<file path="src/rtl/mpb_pkg.sv">
package mpb_pkg;
  localparam int WORD_W = 16;
  localparam int NIB_N  = WORD_W / 4;

  typedef logic [WORD_W-1:0] word_t;

  typedef struct packed {
    word_t mode;
    word_t addr;
  } ptr_t;

  typedef enum logic [2:0] {
    T_NONE, T_ROM, T_DRD, T_DWR, T_PAIR, T_IRAM
  } tgt_e;

  typedef enum logic {PH_ADDR, PH_MODE} phase_e;

  // signed power-of-two step from the mode word
  function automatic word_t step_of(word_t m);
    word_t mag;
    case (m[13:11])
      3'd0:    mag = '0;
      3'd7:    mag = word_t'(128);
      default: mag = word_t'(1) << (m[13:11] - 3'd1);
    endcase
    return m[15] ? (~mag + word_t'(1)) : mag;
  endfunction

  function automatic logic [NIB_N-1:0] nz_nibbles(word_t d);
    logic [NIB_N-1:0] r;
    for (int i = 0; i < NIB_N; i++) r[i] = |d[4*i +: 4];
    return r;
  endfunction
endpackage

</file>
<file path="src/rtl/mpb_setup.sv">
module mpb_setup
  import mpb_pkg::*;
(
  input  logic  clk,
  input  logic  rst,
  input  logic  cfg_wr,
  input  logic  cfg_rd,
  input  word_t cfg_wdata,
  input  logic  consume,
  output logic  armed,
  output word_t addr_q,
  output word_t mode_q,
  output word_t rdata_q
);
  phase_e phase;

  always_ff @(posedge clk) begin
    if (rst) begin
      phase   <= PH_ADDR;
      armed   <= 1'b0;
      addr_q  <= '0;
      mode_q  <= '0;
      rdata_q <= '0;
    end else if (cfg_wr) begin
      if (phase == PH_ADDR) begin
        addr_q <= cfg_wdata;
        phase  <= PH_MODE;
      end else begin
        mode_q <= cfg_wdata;
        armed  <= 1'b1;
        phase  <= PH_ADDR;
      end
    end else if (cfg_rd) begin
      if (phase == PH_ADDR) begin
        rdata_q <= addr_q;
        phase   <= PH_MODE;
      end else begin
        rdata_q <= {addr_q[WORD_W-5:0], addr_q[WORD_W-1:WORD_W-4]};
        armed   <= 1'b1;
        phase   <= PH_ADDR;
      end
    end else if (consume) begin
      armed <= 1'b0;
    end
  end
endmodule

</file>
<file path="src/rtl/mpb_slots.sv">
module mpb_slots
  import mpb_pkg::*;
#(
  parameter int N_PORTS = 5,
  parameter int SEL_W   = 3
) (
  input  logic             clk,
  input  logic             rst,
  input  logic [SEL_W-1:0] sel,
  input  logic             dir_wr,
  input  logic             load,
  input  ptr_t             load_ptr,
  input  logic             upd,
  input  word_t            upd_addr,
  output ptr_t             cur_ptr
);
  ptr_t slot_v [2][N_PORTS];

  for (genvar d = 0; d < 2; d++) begin : g_dir
    for (genvar p = 0; p < N_PORTS; p++) begin : g_port
      ptr_t q;
      logic hit;
      assign hit = (sel == SEL_W'(p)) && (dir_wr == (d == 1));
      always_ff @(posedge clk) begin
        if (rst)             q <= '0;
        else if (load && hit) q <= load_ptr;
        else if (upd && hit)  q.addr <= upd_addr;
      end
      assign slot_v[d][p] = q;
    end
  end

  always_comb begin
    cur_ptr = '0;
    for (int d = 0; d < 2; d++)
      for (int p = 0; p < N_PORTS; p++)
        if ((sel == SEL_W'(p)) && (dir_wr == (d == 1))) cur_ptr = slot_v[d][p];
  end
endmodule

</file>
<file path="src/rtl/mpb_decode.sv">
module mpb_decode
  import mpb_pkg::*;
(
  input  ptr_t             ptr,
  input  logic             is_wr,
  input  word_t            wdata,
  output tgt_e             tgt,
  output word_t            nxt_addr,
  output logic [NIB_N-1:0] nib_en
);
  localparam word_t ROM_MASK  = 16'hFFF0, ROM_VAL  = 16'h0800;
  localparam word_t DRD_MASK  = 16'h47FF, DRD_VAL  = 16'h0018;
  localparam word_t DWR_MASK  = 16'h43FF, DWR_VAL  = 16'h0018;
  localparam word_t PAIR_MASK = 16'hFBFF, PAIR_VAL = 16'h4018;
  localparam word_t IRAM_MASK = 16'h47FF, IRAM_VAL = 16'h001C;

  word_t m, a, stp;

  always_comb begin
    m   = ptr.mode;
    a   = ptr.addr;
    stp = step_of(m);
    tgt = T_NONE;
    nxt_addr = a;
    if (!is_wr) begin
      if ((m & ROM_MASK) == ROM_VAL) begin
        tgt = T_ROM;
        nxt_addr = a + word_t'(1);
      end else if ((m & DRD_MASK) == DRD_VAL) begin
        tgt = T_DRD;
        nxt_addr = a + stp;
      end
    end else begin
      if ((m & DWR_MASK) == DWR_VAL) begin
        tgt = T_DWR;
        nxt_addr = a + stp;
      end else if ((m & PAIR_MASK) == PAIR_VAL) begin
        tgt = T_PAIR;
        nxt_addr = a + (a[0] ? word_t'(31) : word_t'(1));
      end else if ((m & IRAM_MASK) == IRAM_VAL) begin
        tgt = T_IRAM;
        nxt_addr = a + stp;
      end
    end
    nib_en = m[10] ? nz_nibbles(wdata) : '1;
  end
endmodule

</file>
<file path="src/rtl/mem_pointer_bank.sv">
module mem_pointer_bank
  import mpb_pkg::*;
#(
  parameter int          N_PORTS   = 5,
  parameter int          ROM_AW    = 20,
  parameter int          IRAM_AW   = 10,
  parameter logic [15:0] IRAM_BASE = 16'h8000,
  localparam int         SEL_W     = (N_PORTS > 1) ? $clog2(N_PORTS) : 1
) (
  input  logic               clk,
  input  logic               rst,
  input  logic               cfg_wr,
  input  logic               cfg_rd,
  input  logic [15:0]        cfg_wdata,
  output logic [15:0]        cfg_rdata,
  input  logic               port_valid,
  input  logic               port_write,
  input  logic [SEL_W-1:0]   port_sel,
  input  logic [15:0]        port_wdata,
  output logic               rom_re,
  output logic [ROM_AW-1:0]  rom_addr,
  output logic               dram_re,
  output logic               dram_we,
  output logic [3:0]         dram_nib_en,
  output logic [15:0]        dram_addr,
  output logic [15:0]        dram_wdata,
  output logic               iram_we,
  output logic [IRAM_AW-1:0] iram_addr,
  output logic [15:0]        iram_wdata,
  output logic               iram_range_err,
  output logic               bad_mode
);
  localparam int BANK_W = ROM_AW - WORD_W;

  logic  armed, acc, load, use_ptr, upd, in_window;
  word_t set_addr, set_mode, nxt_addr;
  ptr_t  cur;
  tgt_e  tgt;
  logic [NIB_N-1:0] nib;

  assign acc     = port_valid && !cfg_wr && !cfg_rd && (port_sel < SEL_W'(N_PORTS));
  assign load    = acc && armed;
  assign use_ptr = acc && !armed;
  assign upd     = use_ptr && (tgt != T_NONE);
  assign in_window = (cur.addr[WORD_W-1:IRAM_AW] == IRAM_BASE[WORD_W-1:IRAM_AW]);

  mpb_setup u_setup (
    .clk(clk), .rst(rst), .cfg_wr(cfg_wr), .cfg_rd(cfg_rd), .cfg_wdata(cfg_wdata),
    .consume(load), .armed(armed), .addr_q(set_addr), .mode_q(set_mode),
    .rdata_q(cfg_rdata)
  );

  mpb_slots #(.N_PORTS(N_PORTS), .SEL_W(SEL_W)) u_slots (
    .clk(clk), .rst(rst), .sel(port_sel), .dir_wr(port_write),
    .load(load), .load_ptr('{mode: set_mode, addr: set_addr}),
    .upd(upd), .upd_addr(nxt_addr), .cur_ptr(cur)
  );

  mpb_decode u_dec (
    .ptr(cur), .is_wr(port_write), .wdata(port_wdata),
    .tgt(tgt), .nxt_addr(nxt_addr), .nib_en(nib)
  );

  always_ff @(posedge clk) begin
    if (rst) begin
      rom_re         <= 1'b0;
      rom_addr       <= '0;
      dram_re        <= 1'b0;
      dram_we        <= 1'b0;
      dram_nib_en    <= '0;
      dram_addr      <= '0;
      dram_wdata     <= '0;
      iram_we        <= 1'b0;
      iram_addr      <= '0;
      iram_wdata     <= '0;
      iram_range_err <= 1'b0;
      bad_mode       <= 1'b0;
    end else begin
      rom_re         <= use_ptr && (tgt == T_ROM);
      dram_re        <= use_ptr && (tgt == T_DRD);
      dram_we        <= use_ptr && (tgt == T_DWR || tgt == T_PAIR);
      iram_we        <= use_ptr && (tgt == T_IRAM);
      iram_range_err <= use_ptr && (tgt == T_IRAM) && !in_window;
      bad_mode       <= use_ptr && (tgt == T_NONE);
      if (use_ptr && tgt == T_ROM)
        rom_addr <= {cur.mode[BANK_W-1:0], cur.addr};
      if (use_ptr && (tgt == T_DRD || tgt == T_DWR || tgt == T_PAIR))
        dram_addr <= cur.addr;
      if (use_ptr && (tgt == T_DWR || tgt == T_PAIR)) begin
        dram_wdata  <= port_wdata;
        dram_nib_en <= nib;
      end
      if (use_ptr && tgt == T_IRAM) begin
        iram_addr  <= cur.addr[IRAM_AW-1:0];
        iram_wdata <= port_wdata;
      end
    end
  end
endmodule

</file>
<file path="config.mk">
export PLATFORM = sky130hd
export DESIGN_NAME = mem_pointer_bank
export DESIGN_NICKNAME = d
export VERILOG_FILES = /design/src/rtl/mpb_pkg.sv /design/src/rtl/mpb_setup.sv /design/src/rtl/mpb_slots.sv /design/src/rtl/mpb_decode.sv /design/src/rtl/mem_pointer_bank.sv
export SDC_FILE = /design/constraint.sdc
export NUM_CORES = 1
export LEC_CHECK = 0
export ABC_AREA = 1
export BUFFER_PORTS_ARGS = -buffer_cell sky130_fd_sc_hd__buf_2
export CAP_MARGIN = 10
export CORE_AREA = 2 2 230 232
export DETAILED_ROUTE_END_ITERATION = 6
export DIE_AREA = 0 0 232 234
export PLACE_DENSITY = 0.62
export SYNTH_ARGS = -nofsm -noshare
export SYNTH_HDL_FRONTEND = slang
export SYNTH_HIERARCHICAL = 1
export SYNTH_SLANG_ARGS = --single-unit
</file>
<file path="constraint.sdc">
create_clock -name clk -period 6.65 [get_ports clk]
set_clock_uncertainty 0.15 [all_clocks]
set_input_delay 1.33 -clock clk [delete_from_list [all_inputs] [get_ports clk]]
set_output_delay 1.33 -clock clk [all_outputs]
set_load 0.05 [all_outputs]
</file>
# After elaboration in Yosys (flattened, before gate mapping)
# Index checks and enable logic that the tools add are counted.
totals:
  register_bits: 458
  inputBits: 41
  output_inout_bits: 104
  wordCells: 191
op_classes:
  n_addsub: 5
  order_cmp: 1
  n_eq_ne: 16
  shifts: 1
  muxes: 54
  bitwise: 4
  reduce_logical: 73
ops:
  columns: ["cell", "count"]
  rows:
  - ["$mux 16", 28]
  - ["$mux 32", 10]
  - ["$logic_and 1x1->1", 43]
  - ["$add 16x1->16 const B", 2]
  - ["$add 16x16->16", 2]
  - ["$pmux 16 s2", 1]
  - ["$eq 12x5->1 const B", 2]
  - ["$reduce_bool 2->1", 11]
  - ["$not 16->16", 1]
  - ["$reduce_or 4->1", 4]
  - ["$shl 1x3->16 const A", 1]
  - ["$eq 15x14->1 const B", 1]
  - ["$eq 12x8->1 const B", 1]
  - ["$eq 3x2->1 const B", 4]
  - ["$eq 3x3->1 const B", 4]
  - ["$mux 3", 4]
  - ["$eq 11x5->1 const B", 1]
  - ["$logic_not 3->1", 3]
  - ["$mux 1", 7]
  - ["$eq 3x1->1 const B", 2]
  - ["$eq 6x6->1 const B", 1]
  - ["$reduce_and 2->1", 3]
  - ["$reduce_bool 3->1", 2]
  - ["$mux 5", 1]
  - ["other kinds (7)", 15]

# Depth between registers and ports, before layout
logic_depth:
  depth_word: 25
  mapped_depth: 36
  depth_no_buf: 34

# Modules after synthesis
# The synthesis kept the hierarchy.
modules_own_cells:
  columns: ["mod", "n_inst", "cells_per_inst", "area_each_um2", "seq_area_each_um2"]
  rows:
  - ["mpb_slots", 1, 2107, 14425.1, 6406.1]
  - ["mem_pointer_bank", 1, 543, 3643.5, 1761.7]
  - ["mpb_decode", 1, 615, 2975.4, 0.0]
  - ["mpb_setup", 1, 290, 2020.7, 1001.0]

# Worst setup path before layout
# Ideal clock, no wire load.
synth_timing:
  kind: "input to register"
  start: "input port_sel[2]"
  end: "register u_slots/g_dir[1].g_port[4].q[14] in the netlist's numbering"
  setup_time_ns: 0.086
  arrival_ns: 5.090
  required_ns: 6.414
  setup_slack_ns: 1.325
  path_stages: 32
  n_path_buf: 3
  cell_sequence: "buf_2 > nor2_4 > nand2_1 > nor2_2 > buf_2 > buf_2 > nand2_1 > nand4_1 > nor2_1 > nand4_1 > inv_2 > nand2_1 > ha_1 > nand3_1 > nor3_1 > a21oi_1 > ha_1 > nand2_1 > inv_1 > nand2_1 > nand2_1 > a21oi_1 > nand3_1 > nand3_1 > nand2_1 > nand2_1 > nand2_1 > nand2_1 > inv_1 > o21ai_0 > inv_1 > a211oi_1"
synth_lines:
  columns: ["element", "line_no", "source"]
  rows:
  - ["start, declared", "mem_pointer_bank.sv:18", "input logic [SEL_W-1:0] port_sel,"]
  - ["end signal, assigned", "mpb_slots.sv:26", "else if (load && hit) q <= load_ptr;"]
  - ["end, declared", "mpb_slots.sv:21", "ptr_t q;"]

==> flow_summary.ini <==
[finish]
finish.instance_area_um2 = 26100
area.sequential_um2 = 9170
nFillCells = 5379
drive_gt1_share_pct = 10.6
layout.nets = 3680
final_cell_mix = 735 x nand2_1, 686 x nor2_1, 458 x dfxtp_1, 340 x o21ai_0, 332 x inv_1
postLayoutCoreUtil_pct = 50.1
antenna_cells = 0
multi_input_area_um2 = 11600
final_common_cell = nand2_1
syn_to_final_growth_pct = 13.1

[grt]
grt_max_degree = 123
grt_pass1_wl_um = 123000
grt_usage_pct = 28.9
grt_pass1_vias = 20800
grt-ovfl-total = 0
antenna_found_initial = 0

[yosys]
synth_compound_area_share_pct = 15.9
syn_avg_cell_area_um2 = 6.49
synth_simple_gate_area_share_pct = 32.5
synth-xor-area-share_pct = 0.380
yosys_warnings = 6
synth_fa_ha_area_share_pct = 1.33
ys_seq_elements = 458
synth_edf_count = 0
synth_top_family_by_area = simple AND/OR/NAND/NOR gates
ys_seq_area_share_pct = 39.8
muxShareOfSynthArea_pct = 0
synthesis.instances = 3555
yosysUniqueCellTypes = 48
synth_area_um2 = 23100
syn_nets = 3620
async_reset_ff_share_pct = 0
synth_ff_type = dfxtp_1

[sta]
slew_headroom_pct = 23.2
fmax_ghz = 0.168
rsz0062_at_grt = no
tns_ns = 0
period_minus_slack_ns = 5.96
setup_ws_ns = 0.688
setup_viol = 0
maxSlewViolCount = 0
timing.final.crit_share_pct = 89.7
hold_violations = 0
worst_pin_slew_ns = 1.15

[setup_path]
required_ns = 6.96
worstReg2RegStart = u_slots/g_dir[0].g_port[1].q[28]
cp-startpoint = port_write
max_stage_delay_ns = 0.46
path_max_fanout = 9
critPathArrivalTime_ns = 6.27
end_kind = flip-flop
crit_top_cell = nand2_1
start_kind = input port
slowest_stage = o21ai_1
crit_type = input port to flip-flop

[place]
port_buffers = 144
placed_area_um2 = 24400
gp_congestion = 0.932
dpl_worst_slack_ns = 0.0952
dpl.hpwl_um = 56200

[pwr]
p_leak_nw = 11.9
power_density_nw_per_um2 = 231
seq_power_share_pct = 47.5
switching_power_mw = 1.51
comb_power_share_pct = 5.4
ir_drop_uv = 204
clkPwrFrac_pct = 47.2
power_mw = 6.03
p_int_mw = 4.51
swShare_pct = 25.1

[route]
drtAntennaViolNets = 0
drc_errors = 0
vias_per_cell = 5.38
totalWireLength_um = 80800
via_count = 23300
drt_iter0_markers = 2175
dr.pass1.iters = 6
wl_per_cell_um = 18.6

[worst_hold_path]
hp-start = u_slots/g_dir[1].g_port[1].q[27]
hp-class = flip-flop to flip-flop

[run_status]
status = complete, no violations

[clocking]
post_cts_buffers = 0
cts_resized = 0
cts_buffers = 51
clk_latency_ns = 0.61
clock-root-buffer = clkbuf_16
cts_num_sinks = 458
htree_levels = 2
clkSlewWorstSetupHoldPaths_ns = 0.06
clockBufferDepth = 3
cts_hold_buffers = 0
cts_tree = done

[floorplan]
initial_utilization_pct = 44.3
pin_count = 145
dieHeight_um = 234
rows = 84
dieWidth_um = 232
dieArea_um2 = 54300
coreArea_um2 = 52000

[flow_run]
cap_violations = 0
## final cells by class
| type | count | area share [%] |
|---|---|---|
| Clock buffer | 77 | 5.84 |
| Clock inverter | 14 | 0.638 |
| Inverter | 373 | 5.41 |
| Multi-Input combinational cell | 2503 | 44.4 |
| Sequential cell | 458 | 35.2 |
| Tap cell | 688 | 3.30 |
| Timing Repair Buffer | 228 | 5.28 |
## through the flow
step,instances,hold WS (ns)
floorplan,3555,0.280
global placement,4250,0.292
detailed placement,4250,0.298
CTS,4341,0.307
global route,4341,0.320
finish,4341,0.308
## sequential cells by signal (all words and copies together), names as in the netlist, 16 cells and up
register / cells
u_slots/g_dir.g_port.q: 320
dram_wdata: 16
rom_addr: 20
dram_addr: 16
u_setup/addr_q: 16
u_setup/mode_q: 16
iram_wdata: 16
u_setup/rdata_q: 16
## cells in the mapped netlist, types with 11 or more instances
| master | instances | area share (%) |
|---|---|---|
| inv_2 | 26 | 0.42 |
| nand2_1 | 735 | 12 |
| clkbuf_1 | 143 | 2.3 |
| a21oi_1 | 212 | 4.6 |
| o21ai_0 | 340 | 7.4 |
| o21ai_1 | 43 | 0.93 |
| buf_1 | 17 | 0.28 |
| ha_1 | 23 | 1.2 |
| dfxtp_1 | 458 | 40 |
| nor3_1 | 11 | 0.24 |
| nand4_1 | 141 | 3.8 |
| nand3_1 | 152 | 3.3 |
| clkinv_1 | 11 | 0.18 |
| o211ai_1 | 69 | 2.2 |
| buf_2 | 50 | 1.1 |
| nor2_2 | 15 | 0.41 |
| inv_1 | 334 | 5.4 |
| nor2_1 | 693 | 11 |
## layer usage
layer	up-vias	wire (µm)	global-route usage (%)
met2	808	37600	47.2
li1	11600	-	-
met3	140	5060	3.53
met4	0	2870	10.6
met1	10800	35200	39.3
met5	-	0	0
## cells by family (layout without fill, tap and decap cells)
| logic type | count (synthesis) | after routing |
|---|---|---|
| compound gates | 685 | 685 |
| simple gates | 1784 | 1784 |
| xor+xnor | 10 | 10 |
| fa+ha+maj | 24 | 24 |
| flops | 458 | 458 |
| buf+inv | 594 | 692 |
## final timing paths
| kind | end | slack, ns | cells past startpoint |
|---|---|---|---|
| max | u_slots/g_dir[0].g_port[2].q[13] | 0.69 | 33 |
| min | u_slots/g_dir[1].g_port[1].q[27] | 0.31 | 2 |
| max reg2reg | u_slots/g_dir[0].g_port[2].q[13] | 2.03 | 32 |
| min reg2reg | u_slots/g_dir[1].g_port[1].q[27] | 0.31 | 2 |
## power by group through the flow
stage | Sequential [mW] | Combinational (mW) | Clock [mW]
3_3_place_gp | 2.92 | 0.318 | 0
2_1_floorplan | 2.89 | 0.206 | 0
4_1_cts | 2.86 | 0.320 | 2.89
6_report | 2.86 | 0.324 | 2.84
3_5_place_dp | 2.92 | 0.318 | 0
5_1_grt | 2.86 | 0.354 | 2.99
## critical path: cells and delay by family
family	cells	cell delay [ns]
adder cells (fa/ha/maj)	2	0.54
AO/OA/AOI/OAI	4	0.97
buffers and inverters	7	1.26
AND/OR/NAND/NOR	20	2.13
No activity file was read; power rests on OpenSTA's default activity.
